File: config.mk
export PLATFORM = sky130hd
export DESIGN_NAME = lamp_timer_ctrl
export DESIGN_NICKNAME = d
export VERILOG_FILES = /design/src/rtl/lamp_timer_pkg.sv /design/src/rtl/lamp_timer_qual.sv /design/src/rtl/lamp_timer_datapath.sv /design/src/rtl/lamp_timer_control.sv /design/src/rtl/lamp_timer_ctrl.sv
export SDC_FILE = /design/constraint.sdc
export NUM_CORES = 1
export LEC_CHECK = 0
export BUFFER_PORTS_ARGS = -buffer_cell sky130_fd_sc_hd__buf_2
export CAP_MARGIN = 20
export CELL_PAD_IN_SITES_DETAIL_PLACEMENT = 1
export CELL_PAD_IN_SITES_GLOBAL_PLACEMENT = 1
export CORE_MARGIN = 2
export CORE_UTILIZATION = 48
export DETAILED_ROUTE_END_ITERATION = 6
export PLACE_DENSITY = 0.8
export SLEW_MARGIN = 10
export SYNTH_ARGS = -nofsm -noshare
export SYNTH_HDL_FRONTEND = slang
export SYNTH_SLANG_ARGS = --single-unit
File: constraint.sdc
create_clock -name clk -period 5.1 [get_ports clk]
set_clock_uncertainty 0.05 [all_clocks]
set_input_delay 1.02 -clock clk [delete_from_list [all_inputs] [get_ports clk]]
set_output_delay 1.02 -clock clk [all_outputs]
set_load 0.01 [all_outputs]
File: src/rtl/lamp_timer_pkg.sv
package lamp_timer_pkg;

  typedef enum logic [1:0] {
    MODE_TWO   = 2'b00,
    MODE_ZVS   = 2'b01,
    MODE_SWOFF = 2'b10
  } lampMode_e;

  typedef enum logic [2:0] {
    ST_IDLE  = 3'd0,
    ST_ARM   = 3'd1,
    ST_ON    = 3'd2,
    ST_DRAIN = 3'd3,
    ST_HOLD  = 3'd4,
    ST_FAULT = 3'd5
  } lampState_e;

  // strobes from control to datapath
  typedef struct packed {
    logic trackClr;
    logic trackRun;
    logic lockLoad;
    logic lockClr;
  } ctrlStrobe_t;

  // status from datapath to control
  typedef struct packed {
    logic lightQ;
    logic motionQ;
    logic lockActive;
    logic late;
    logic expired;
  } dpStatus_t;

  function automatic lampMode_e normMode(input logic [1:0] raw);
    case (raw)
      2'b01:   return MODE_ZVS;
      2'b10:   return MODE_SWOFF;
      default: return MODE_TWO;
    endcase
  endfunction

endpackage

File: src/rtl/lamp_timer_qual.sv
module lamp_timer_qual #(
  parameter int QUAL_MS = 40
) (
  input  logic clk,
  input  logic rstN,
  input  logic msTick,
  input  logic rawIn,
  output logic qualOut
);
  localparam int QW = $clog2(QUAL_MS + 1);
  localparam logic [QW-1:0] QMAX = QW'(QUAL_MS);

  logic [QW-1:0] holdCnt;

  always_ff @(posedge clk) begin
    if (!rstN || !rawIn) begin
      holdCnt <= '0;
    end else if (msTick && holdCnt != QMAX) begin
      holdCnt <= holdCnt + 1'b1;
    end
  end

  assign qualOut = rawIn && (holdCnt == QMAX);
endmodule

File: src/rtl/lamp_timer_datapath.sv
module lamp_timer_datapath
  import lamp_timer_pkg::*;
#(
  parameter int DIV_BITS = 11,
  parameter int QUAL_MS  = 40,
  parameter int LOCK_MS  = 640
) (
  input  logic        clk,
  input  logic        rstN,
  input  logic        tick,
  input  logic        msTick,
  input  logic        lightEn,
  input  logic        motion,
  input  ctrlStrobe_t strb,
  output dpStatus_t   stat
);
  localparam int TW = DIV_BITS + 1;
  localparam logic [TW-1:0] FULL = TW'(1) << DIV_BITS;
  localparam logic [TW-1:0] LATE = TW'(3) << (DIV_BITS - 2);
  localparam int LW = $clog2(LOCK_MS + 1);
  localparam logic [LW-1:0] LMAX = LW'(LOCK_MS);

  logic [1:0]    rawLvl;
  logic [1:0]    qualLvl;
  logic [TW-1:0] trackCnt;
  logic [LW-1:0] lockCnt;

  assign rawLvl = {motion, lightEn};

  for (genvar i = 0; i < 2; i++) begin : gQual
    lamp_timer_qual #(.QUAL_MS(QUAL_MS)) uQual (
      .clk    (clk),
      .rstN   (rstN),
      .msTick (msTick),
      .rawIn  (rawLvl[i]),
      .qualOut(qualLvl[i])
    );
  end

  // tracking interval counter, saturates at FULL
  always_ff @(posedge clk) begin
    if (!rstN || strb.trackClr) begin
      trackCnt <= '0;
    end else if (strb.trackRun && tick && trackCnt != FULL) begin
      trackCnt <= trackCnt + 1'b1;
    end
  end

  // retrigger lockout after switch-off
  always_ff @(posedge clk) begin
    if (!rstN || strb.lockClr) begin
      lockCnt <= '0;
    end else if (strb.lockLoad) begin
      lockCnt <= LMAX;
    end else if (msTick && lockCnt != '0) begin
      lockCnt <= lockCnt - 1'b1;
    end
  end

  assign stat.lightQ     = qualLvl[0];
  assign stat.motionQ    = qualLvl[1];
  assign stat.lockActive = (lockCnt != '0);
  assign stat.late       = (trackCnt >= LATE);
  assign stat.expired    = (trackCnt == FULL);
endmodule

File: src/rtl/lamp_timer_control.sv
module lamp_timer_control
  import lamp_timer_pkg::*;
(
  input  logic        clk,
  input  logic        rstN,
  input  logic        zeroCross,
  input  logic [1:0]  mode,
  input  logic        powerGood,
  input  logic        overTemp,
  input  dpStatus_t   stat,
  output ctrlStrobe_t strb,
  output logic        run,
  output logic        useMaxAngle,
  output logic        staticOn
);
  lampState_e state, nxt;
  lampMode_e  activeMode;
  logic       pgPrev;
  logic       captureMode;
  logic       trig;
  logic       loadOn;

  always_ff @(posedge clk) begin
    if (!rstN) begin
      state      <= ST_IDLE;
      pgPrev     <= 1'b0;
      activeMode <= MODE_TWO;
    end else begin
      state  <= nxt;
      pgPrev <= powerGood;
      if (captureMode) activeMode <= normMode(mode);
    end
  end

  assign trig = stat.lightQ && stat.motionQ && !stat.lockActive;

  always_comb begin
    nxt         = state;
    strb        = '0;
    captureMode = 1'b0;
    if (!powerGood) begin
      nxt          = ST_IDLE;
      strb.lockClr = 1'b1;
    end else if (overTemp || state == ST_FAULT) begin
      nxt = ST_FAULT;
    end else if (!pgPrev) begin
      nxt = ST_ARM;  // power-up demonstration cycle
    end else begin
      unique case (state)
        ST_IDLE: begin
          if (trig) begin
            nxt = ST_ARM;
          end else if (normMode(mode) == MODE_TWO && stat.lightQ &&
                       !stat.lockActive && zeroCross) begin
            nxt         = ST_HOLD;
            captureMode = 1'b1;
          end
        end
        ST_ARM: begin
          if (zeroCross) begin
            nxt           = ST_ON;
            strb.trackClr = 1'b1;
            captureMode   = 1'b1;
          end
        end
        ST_ON: begin
          if (trig) begin
            strb.trackClr = 1'b1;
          end else if (stat.expired) begin
            nxt = (activeMode == MODE_TWO && stat.lightQ) ? ST_HOLD : ST_DRAIN;
          end
        end
        ST_DRAIN: begin
          if (zeroCross) begin
            nxt           = ST_IDLE;
            strb.lockLoad = 1'b1;
          end
        end
        ST_HOLD: begin
          if (trig) begin
            nxt           = ST_ON;
            strb.trackClr = 1'b1;
          end else if (!stat.lightQ && zeroCross) begin
            nxt           = ST_IDLE;
            strb.lockLoad = 1'b1;
          end
        end
        default: nxt = state;
      endcase
    end
    strb.trackRun = (state == ST_ON);
  end

  assign loadOn      = (state == ST_ON) || (state == ST_DRAIN);
  assign staticOn    = loadOn && activeMode == MODE_ZVS;
  assign run         = (loadOn && activeMode != MODE_ZVS) || state == ST_HOLD;
  assign useMaxAngle = state == ST_ON && activeMode != MODE_ZVS && !stat.late;
endmodule

File: src/rtl/lamp_timer_ctrl.sv
module lamp_timer_ctrl
  import lamp_timer_pkg::*;
#(
  parameter int DIV_BITS = 11,
  parameter int QUAL_MS  = 40,
  parameter int LOCK_MS  = 640
) (
  input  logic       clk,
  input  logic       rstN,
  input  logic       tick,
  input  logic       msTick,
  input  logic       zeroCross,
  input  logic       lightEn,
  input  logic       motion,
  input  logic [1:0] mode,
  input  logic       powerGood,
  input  logic       overTemp,
  output logic       run,
  output logic       useMaxAngle,
  output logic       staticOn
);
  ctrlStrobe_t strb;
  dpStatus_t   stat;

  lamp_timer_datapath #(
    .DIV_BITS(DIV_BITS),
    .QUAL_MS (QUAL_MS),
    .LOCK_MS (LOCK_MS)
  ) uDp (
    .clk    (clk),
    .rstN   (rstN),
    .tick   (tick),
    .msTick (msTick),
    .lightEn(lightEn),
    .motion (motion),
    .strb   (strb),
    .stat   (stat)
  );

  lamp_timer_control uCtl (
    .clk        (clk),
    .rstN       (rstN),
    .zeroCross  (zeroCross),
    .mode       (mode),
    .powerGood  (powerGood),
    .overTemp   (overTemp),
    .stat       (stat),
    .strb       (strb),
    .run        (run),
    .useMaxAngle(useMaxAngle),
    .staticOn   (staticOn)
  );
endmodule

* Word level (Yosys, flattened, before mapping)
Index checks and enable logic that the tools add are counted.
** Storage, ports and cells
- Flip-flop bits (word level) :: 40
- Bits of input ports :: 11
- Output and inout port bits :: 3
- Word-level logic and storage cells :: 127
** Operators by class
- $add $sub $neg :: 4
- Order comparisons :: 1
- Eq/ne operators :: 28
- Muxes and demuxes :: 39
- Bitwise logic cells :: 3
- Reductions and logical operators :: 43
** Operators by type and width (count)
- 2-to-1 mux 3 bit :: 11
- 2-to-1 mux 10 bit :: 2
- logical AND 1 bit :: 18
- 2-to-1 mux 1 bit :: 16
- != test 4 bit (second input constant) :: 4
- case mux 3 bit (5 select lines) :: 1
- AND reduction 7 bit :: 2
- adder 12 x 1 -> 12 bit (second input constant) :: 1
- adder 6 x 1 -> 6 bit (second input constant) :: 2
- == test 12 bit (second input constant) :: 1
- == test 6 bit (second input constant) :: 2
- greater-or-equal comparator 12 x 11 -> 1 bit (second input constant) :: 1
- != test 12 bit (second input constant) :: 1
- != test 6 bit (second input constant) :: 2
- 2-to-1 mux 2 bit :: 5
- != test 5 bit (second input constant) :: 2
- nonzero test 10 bit :: 1
- subtractor 10 x 1 -> 10 bit (second input constant) :: 1
- != test 2 bit (second input constant) :: 4
- logical OR 1 bit :: 7
- != test 7 bit (second input constant) :: 1
- == test 3 x 2 -> 1 bit (second input constant) :: 2
- == test 3 bit (second input constant) :: 2
- logical NOT 1 bit :: 6
- 15 further kinds :: 23

* Longest topological paths before layout
Gate-level depths: netlist (run 1).
- Depth after elaboration :: 19
- Gate-level depth with buffers :: 9
- Depth with buffers taken out :: 8

* By module
From an unflattened synthesis (run 1), not the netlist that was laid out.
** Unflattened totals
- Cells, all modules :: 281
- Area, all modules :: 2413.6 um^2
** By module, submodules not included
- lamp_timer_datapath :: times used 1, cells an instance 129, area each 1121.1 um^2
- lamp_timer_control :: times used 1, cells an instance 82, area each 651.9 um^2
- lamp_timer_qual :: times used 2, cells an instance 35, area each 320.3 um^2

* Worst setup path before layout (run 1)
No wires, ideal clock.
- Kind :: flip-flop to output port
- From :: register uCtl.state[1]
- To :: output port useMaxAngle
- Arrival time :: 1.501 ns
- Path slack :: 2.529 ns
- Stages on the path, launching flop included :: 5
- Path buffers :: 1
- Cells stage by stage :: dfxtp_1 > buf_2 > nor2b_1 > o21ai_0 > a2111oi_0
** On the way
- Word-level cells in the longest chain between the ends :: 3
** Ends and longest elaborated chain
- start, declared :: line lamp_timer_control.sv:16 : lampState_e state, nxt;
- start signal, assigned :: line lamp_timer_control.sv:29 : state <= nxt;
- == test 3 x 2 -> 1 bit :: line lamp_timer_control.sv:97 : assign useMaxAngle = state == ST_ON && activeMode != MODE_ZVS && !stat.late;
- logical AND 1 bit (2 in a row) :: line lamp_timer_control.sv:97
- end, declared :: line lamp_timer_ctrl.sv:19 : output logic useMaxAngle,
No other way between the ends.

* Worst setup path in the final report (run 1)
Same ends and word-level chain as after synthesis.

==> results of run 1 <==
[state kept, by name, summed over array words and instances, names as in the netlist]
signal                   flops
uCtl.state                   3
uDp.trackCnt                12
uCtl.activeMode              2
uDp.lockCnt                 10
uCtl.pgPrev                  1
uDp.gQual.uQual.holdCnt     12
[cell type report]
cell class	count	area, µm²
Fill cell	537	1980
Inverter	17	63.8
Timing Repair Buffer	13	65.1
Clock inverter	2	10.0
Tap cell	52	65.1
Sequential cell	40	801
Multi-Input combinational cell	204	1290
Clock buffer	6	82.6
[power by group through the flow]
stage	combinational, W	clock [W]	sequential [W]
5_1_grt	0.000238	0.000237	0.000368
2_1_floorplan	0.000174	0	0.000361
3_5_place_dp	0.000211	0	0.000370
4_1_cts	0.000214	0.000225	0.000364
6_report	0.000212	0.000218	0.000364
3_3_place_gp	0.000207	0	0.000370
[layer usage]
layer,global-route usage,up-vias,part of all wire
met2,0.340,27,0.46
met1,0.286,898,0.50
met5,0,-,0
met4,0.0587,0,0.0080
met3,0.0436,4,0.033
li1,-,938,-
[critical path: stages, from the launching register on]
cell and delay, ns:
dfxtp_1 0.55, nor2b_1 0.42, o21ai_0 0.28, a2111oi_0 0.37, buf_2 0.20
[logic make-up (layout without fill, tap and decap cells)]
| logic type | Yosys count | count (layout) | synth area share |
|---|---|---|---|
| adders and majority gates | 10 | 10 | 0.0574 |
| muxes | 4 | 4 | 0.0184 |
| DFF | 40 | 40 | 0.367 |
| xor gates and xnor gates | 27 | 27 | 0.108 |
| AOI/OAI and AO/OA | 37 | 37 | 0.107 |
| and+or+nand+nor | 126 | 126 | 0.298 |
| buffers and inverters | 23 | 38 | 0.0430 |
[synthesized netlist by cell type (all sizes together) (2+ instances only)]
library cell	number
nor2	43
dfxtp	40
nand2	28
inv	17
xor2	15
o21ai	13
xnor2	12
a21oi	11
nand4	11
ha	10
nand3	7
and3	6
nor2b	6
buf	4
mux2i	4
nor4	4
a31oi	3
nand2b	3
nor3	3
a22oi	2
and4	2
clkbuf	2
nor3b	2
nor4b	2
or2	2
or3	2
[through the flow]
stage	total power, W	instances	instance area (µm²)	utilization
3_5_place_dp	0.000581	326	2280	0.524
3_3_place_gp	0.000577	326	2280	0.524
2_1_floorplan	0.000535	267	2180	-
4_1_cts	0.000803	334	2370	0.545
5_1_grt	0.000843	334	2370	0.545
6_report	0.000793	334	2370	0.545
[worst max-delay path by stage]
stage	startpoint	to	slack (ns)	depth (start not counted)
after floorplan	uCtl.state[1]$_SDFFE_PP0P_	useMaxAngle	2.53	4
after global placement	uCtl.state[1]$_SDFFE_PP0P_	useMaxAngle	2.29	4
after detailed placement	uCtl.state[1]$_SDFFE_PP0P_	useMaxAngle	2.28	4
after CTS	uCtl.state[1]$_SDFFE_PP0P_	useMaxAngle	1.95	4
after global routing	uCtl.state[1]$_SDFFE_PP0P_	useMaxAngle	1.80	4
final	uCtl.state[1]$_SDFFE_PP0P_	useMaxAngle	1.92	4
==> impl_metrics.ini, run 1 <==
[clock_tree]
cts_made_buffers = 5
clock_path_buffers = 2
clk_latency_ns = 0.29
postCtsSetupRepairBufs = 0
clkTransAtPathRegs_ns = 0.07
cts_resized = 0
cts_tree = done
cts.sinks = 40
ctsHoldBuffers = 0
clock_tree.root_cell = clkbuf_8
htree_levels = 2

[setup_path]
worstPathMaxFanout = 10
r2r-start = uDp.lockCnt[0]$_SDFFE_PP0P_
endpoint_kind = output pin
crit_arrival_ns = 2.11
reg2reg_depth = 8
r2r_slack_ns = 2.79
crit_type = register to output pin
r2r-end = uDp.trackCnt[9]$_SDFFE_PP0P_
cp_data_required_time_ns = 4.03
startpoint_type = register

[logic_synthesis]
ys_seq_elements = 40
synth_seq_area_share = 0.367
synth_top_area_frac = 0.367
postSynth.asyncResetShare = 0
yosys.area.top_type = dfxtp_1
yosys.cell_types.count = 49
synth_area_leaders = dfxtp_1 37%, nor2_1 7.4%, xor2_1 6.0%
syn-num-nets = 288
syn_area_per_cell_um2 = 8.17
synth-edff-count = 0
yosysWarnings = 0
synthCells = 267
ys.flop_type = dfxtp_1
netlist_area_um2 = 2180

[drt]
postRouteAntennaNets = 0
drt-pass1-iter-count = 4
drt-initial-drc-count = 69
drc = 0
routed_wl_mm = 4.77
avgRoutedWirePerCell_um = 14.3
avgViaCountPerCell = 5.59
vias = 1867

[layout]
drive_above_1_share = 0.117
syn2layout_area_growth_pct = 8.84
layout_commonest_cell = nor2_1
final_cell_mix = 43 x nor2_1, 40 x dfxtp_1, 27 x nand2_1, 16 x inv_1, 15 x xor2_1
final_nets = 302
diodes = 0

[grt]
grt-ovfl-total = 0
antenna_found_initial = 0
grt_start_max_net_pins = 15
grt.total_usage = 0.210
grt_pass1_vias = 1845
grt_pass1_wl_mm = 8.57

[power]
power.share.sequential = 0.458
p_int_w = 0.000537
p_comb_frac = 0.267
p_leak_nw = 0.916
peakVddDrop_v = 0.000152
power_density_nw_per_um2 = 334
clkPwrFrac = 0.275
switching_power_w = 0.000257
sw_frac_of_total = 0.323

[die]
rows = 24
io_pins = 14
core_area_um2 = 4350
start_util = 0.501
die_h_um = 71.4
die-area_um2 = 5100
die_w_um = 71.4

[timing]
grt_setup_unrepaired = false
finalMaxSlewViolations = 0
post-route-period-util = 0.623
fin_tns_setup_ns = 0
hold_violations = 0
fin_crit_ns = 3.18
holdWs_ns = 0.440
fin_ws_ns = 1.92
fmax_mhz = 315
setup_violations = 0
slew_headroom = 0.646
worst_pin_slew_ns = 0.532

[placement]
dpl.hpwl_mm = 3.67
portBuffers = 13
preCtsSetupSlack_ns = 2.28
gp_congestion = 0.810

[run_status]
status = finished, final reports clean

[worst_hold_path]
hp-start = uDp.gQual[0].uQual.holdCnt[5]$_SDFFE_PP0P_
min_path_type = register to register
min_to = uDp.gQual[0].uQual.holdCnt[5]$_SDFFE_PP0P_
worstHoldPathCells = 2

[flow_run]
maxCapViolCount = 0
Note: power is estimated with default switching activity, not from simulation.
==> run 2: changes to the inputs <==
--- a/config.mk
+++ b/config.mk
@@ -10,9 +10,9 @@
 export CELL_PAD_IN_SITES_DETAIL_PLACEMENT = 1
 export CELL_PAD_IN_SITES_GLOBAL_PLACEMENT = 1
 export CORE_MARGIN = 2
-export CORE_UTILIZATION = 48
+export CORE_UTILIZATION = 45
 export DETAILED_ROUTE_END_ITERATION = 6
-export PLACE_DENSITY = 0.8
+export PLACE_DENSITY = 0.75
 export SLEW_MARGIN = 10
 export SYNTH_ARGS = -nofsm -noshare
 export SYNTH_HDL_FRONTEND = slang
==> constraint.sdc (replaced) <==
create_clock -name clk -period 3.3 [get_ports clk]
set_clock_uncertainty 0.05 [all_clocks]
set_input_delay 0.66 -clock clk [delete_from_list [all_inputs] [get_ports clk]]
set_output_delay 0.66 -clock clk [all_outputs]
set_load 0.01 [all_outputs]
==> impl_metrics.ini, run 2 (synthesized netlist as in run 1, its figures left out) <==
[timing]
grt_setup_unrepaired = false
setup_violations = 0
fmax_mhz = 382
worst_pin_slew_ns = 0.529
finalMaxSlewViolations = 0
fin_tns_setup_ns = 0
hold_violations = 0
slew_headroom = 0.647
fin_crit_ns = 2.62
post-route-period-util = 0.794

[die]
die-area_um2 = 5420
start_util = 0.465
rows = 25
die_w_um = 73.6
core_area_um2 = 4690
die_h_um = 73.6
io_pins = 14

[drt]
avgRoutedWirePerCell_um = 14.6
postRouteAntennaNets = 0
drc = 0
vias = 1860
drt-pass1-iter-count = 4
routed_wl_mm = 4.90
avgViaCountPerCell = 5.54
drt-initial-drc-count = 68

[setup_path]
r2r-start = uDp.lockCnt[0]$_SDFFE_PP0P_
worstPathMaxFanout = 10
crit_slowest_cell = dfxtp_1
endpoint_kind = output pin
crit_path_max_incr_delay_ns = 0.55
crit_arrival_ns = 1.91
r2r-end = uDp.trackCnt[10]$_SDFFE_PP0P_
path_cells = nor2b_1, o21ai_0, a2111oi_0, buf_2
reg2reg_depth = 8
startpoint_type = register
cp_data_required_time_ns = 2.59
crit_type = register to output pin
r2r_slack_ns = 1.04

[clock_tree]
clock_path_buffers = 2
htree_levels = 2
postCtsSetupRepairBufs = 0
clkTransAtPathRegs_ns = 0.07
cts_tree = done
ctsHoldBuffers = 0
cts_resized = 0
cts_made_buffers = 5
cts.sinks = 40
clk_latency_ns = 0.29
clock_tree.root_cell = clkbuf_8

[grt]
grt_start_max_net_pins = 15
use_met2 = 0.334
grt_pass1_wl_mm = 8.44
antenna_found_initial = 0
grt-ovfl-total = 0
grt.total_usage = 0.200
grt_pass1_vias = 1869
grt-busiest-layer = met2
gr-usage-met3 = 0.0466
grtUsageMet1 = 0.256

[power]
p_leak_nw = 0.930
power_density_nw_per_um2 = 550
peakVddDrop_v = 0.000324

[worst_hold_path]
min_to = uDp.gQual[0].uQual.holdCnt[1]$_SDFFE_PP0P_
min_path_type = register to register
worstHoldPathCells = 2
hp-start = uDp.gQual[0].uQual.holdCnt[1]$_SDFFE_PP0P_

[layout]
instances_no_fill = 336
syn2layout_area_growth_pct = 10.5
reg_top3 = uDp.gQual.uQual.holdCnt: 12 flops, uDp.trackCnt: 12 flops, uDp.lockCnt: 10 flops
diodes = 0
final_nets = 302
drive_above_1_share = 0.117
final_cell_mix = 43 x nor2_1, 40 x dfxtp_1, 27 x nand2_1, 16 x inv_1, 15 x xor2_1
layout_commonest_cell = nor2_1

[run_status]
status = finished, final reports clean

[placement]
post-place-cells = 328
dpl.hpwl_mm = 3.76
portBuffers = 13
gp_congestion = 0.758

[flow_run]
maxCapViolCount = 0
==> run 2: changes by cell type in the layout (fill, tap and decap cells not counted) <==
cell / delta
clkinv_2: -2
clkbuf_8: +1
bufinv_16: +1
==> run 2: worst max path at each step <==
| stage | to | start |
|---|---|---|
| floorplan | useMaxAngle | uCtl.state[1]$_SDFFE_PP0P_ |
| global placement | uDp.trackCnt[7]$_SDFFE_PP0P_ | lightEn |
| detailed placement | uDp.trackCnt[10]$_SDFFE_PP0P_ | lightEn |
| CTS | useMaxAngle | uCtl.state[1]$_SDFFE_PP0P_ |
| global route | useMaxAngle | uCtl.state[1]$_SDFFE_PP0P_ |
| finish | useMaxAngle | uCtl.state[1]$_SDFFE_PP0P_ |
==> run 2: worst max-delay path, delay by kind of cell (launching register included) <==
family                 cells  cell delay, ns
AOI/OAI and AO/OA          2            0.53
buffers and inverters      1            0.20
DFF                        1            0.55
and+or+nand+nor            1            0.35
==> run 2: power breakdown <==
group / total [W] / switching (W) / internal [W]
registers: 0.000562 / 0.0000451 / 0.000517
clock network: 0.000435 / 0.000168 / 0.000267
logic: 0.000328 / 0.000181 / 0.000147
==> run 2: layout make-up <==
type	count	area, µm²
fill	589	2280
multi-input combinational	204	1290
sequential	40	801
clock buffer	7	96.3
tap	54	67.6
timing repair buffer	13	65.1
inverter	17	63.8
clock inverter	1	30.0
==> run 2: through the flow <==
stage / instance area (µm²) / setup slack, ns / power [W] / hold slack [ns] / utilization
final: 2410 / 0.679 / 0.00132 / 0.453 / 0.514
after global routing: 2410 / 0.535 / 0.00142 / 0.486 / 0.514
after CTS: 2410 / 0.674 / 0.00134 / 0.456 / 0.514
after detailed placement: 2280 / 0.820 / 0.000898 / 0.441 / 0.487
after global placement: 2280 / 0.926 / 0.000888 / 0.427 / 0.487
after floorplan: 2180 / 1.09 / 0.000827 / 0.404 / -
==> run 2: routing by layer <==
metal / part of all wire / vias to the layer above
met5: 0 / -
met1: 0.48 / 897
met3: 0.022 / 8
met2: 0.49 / 19
li1: - / 936
met4: 0.014 / 0
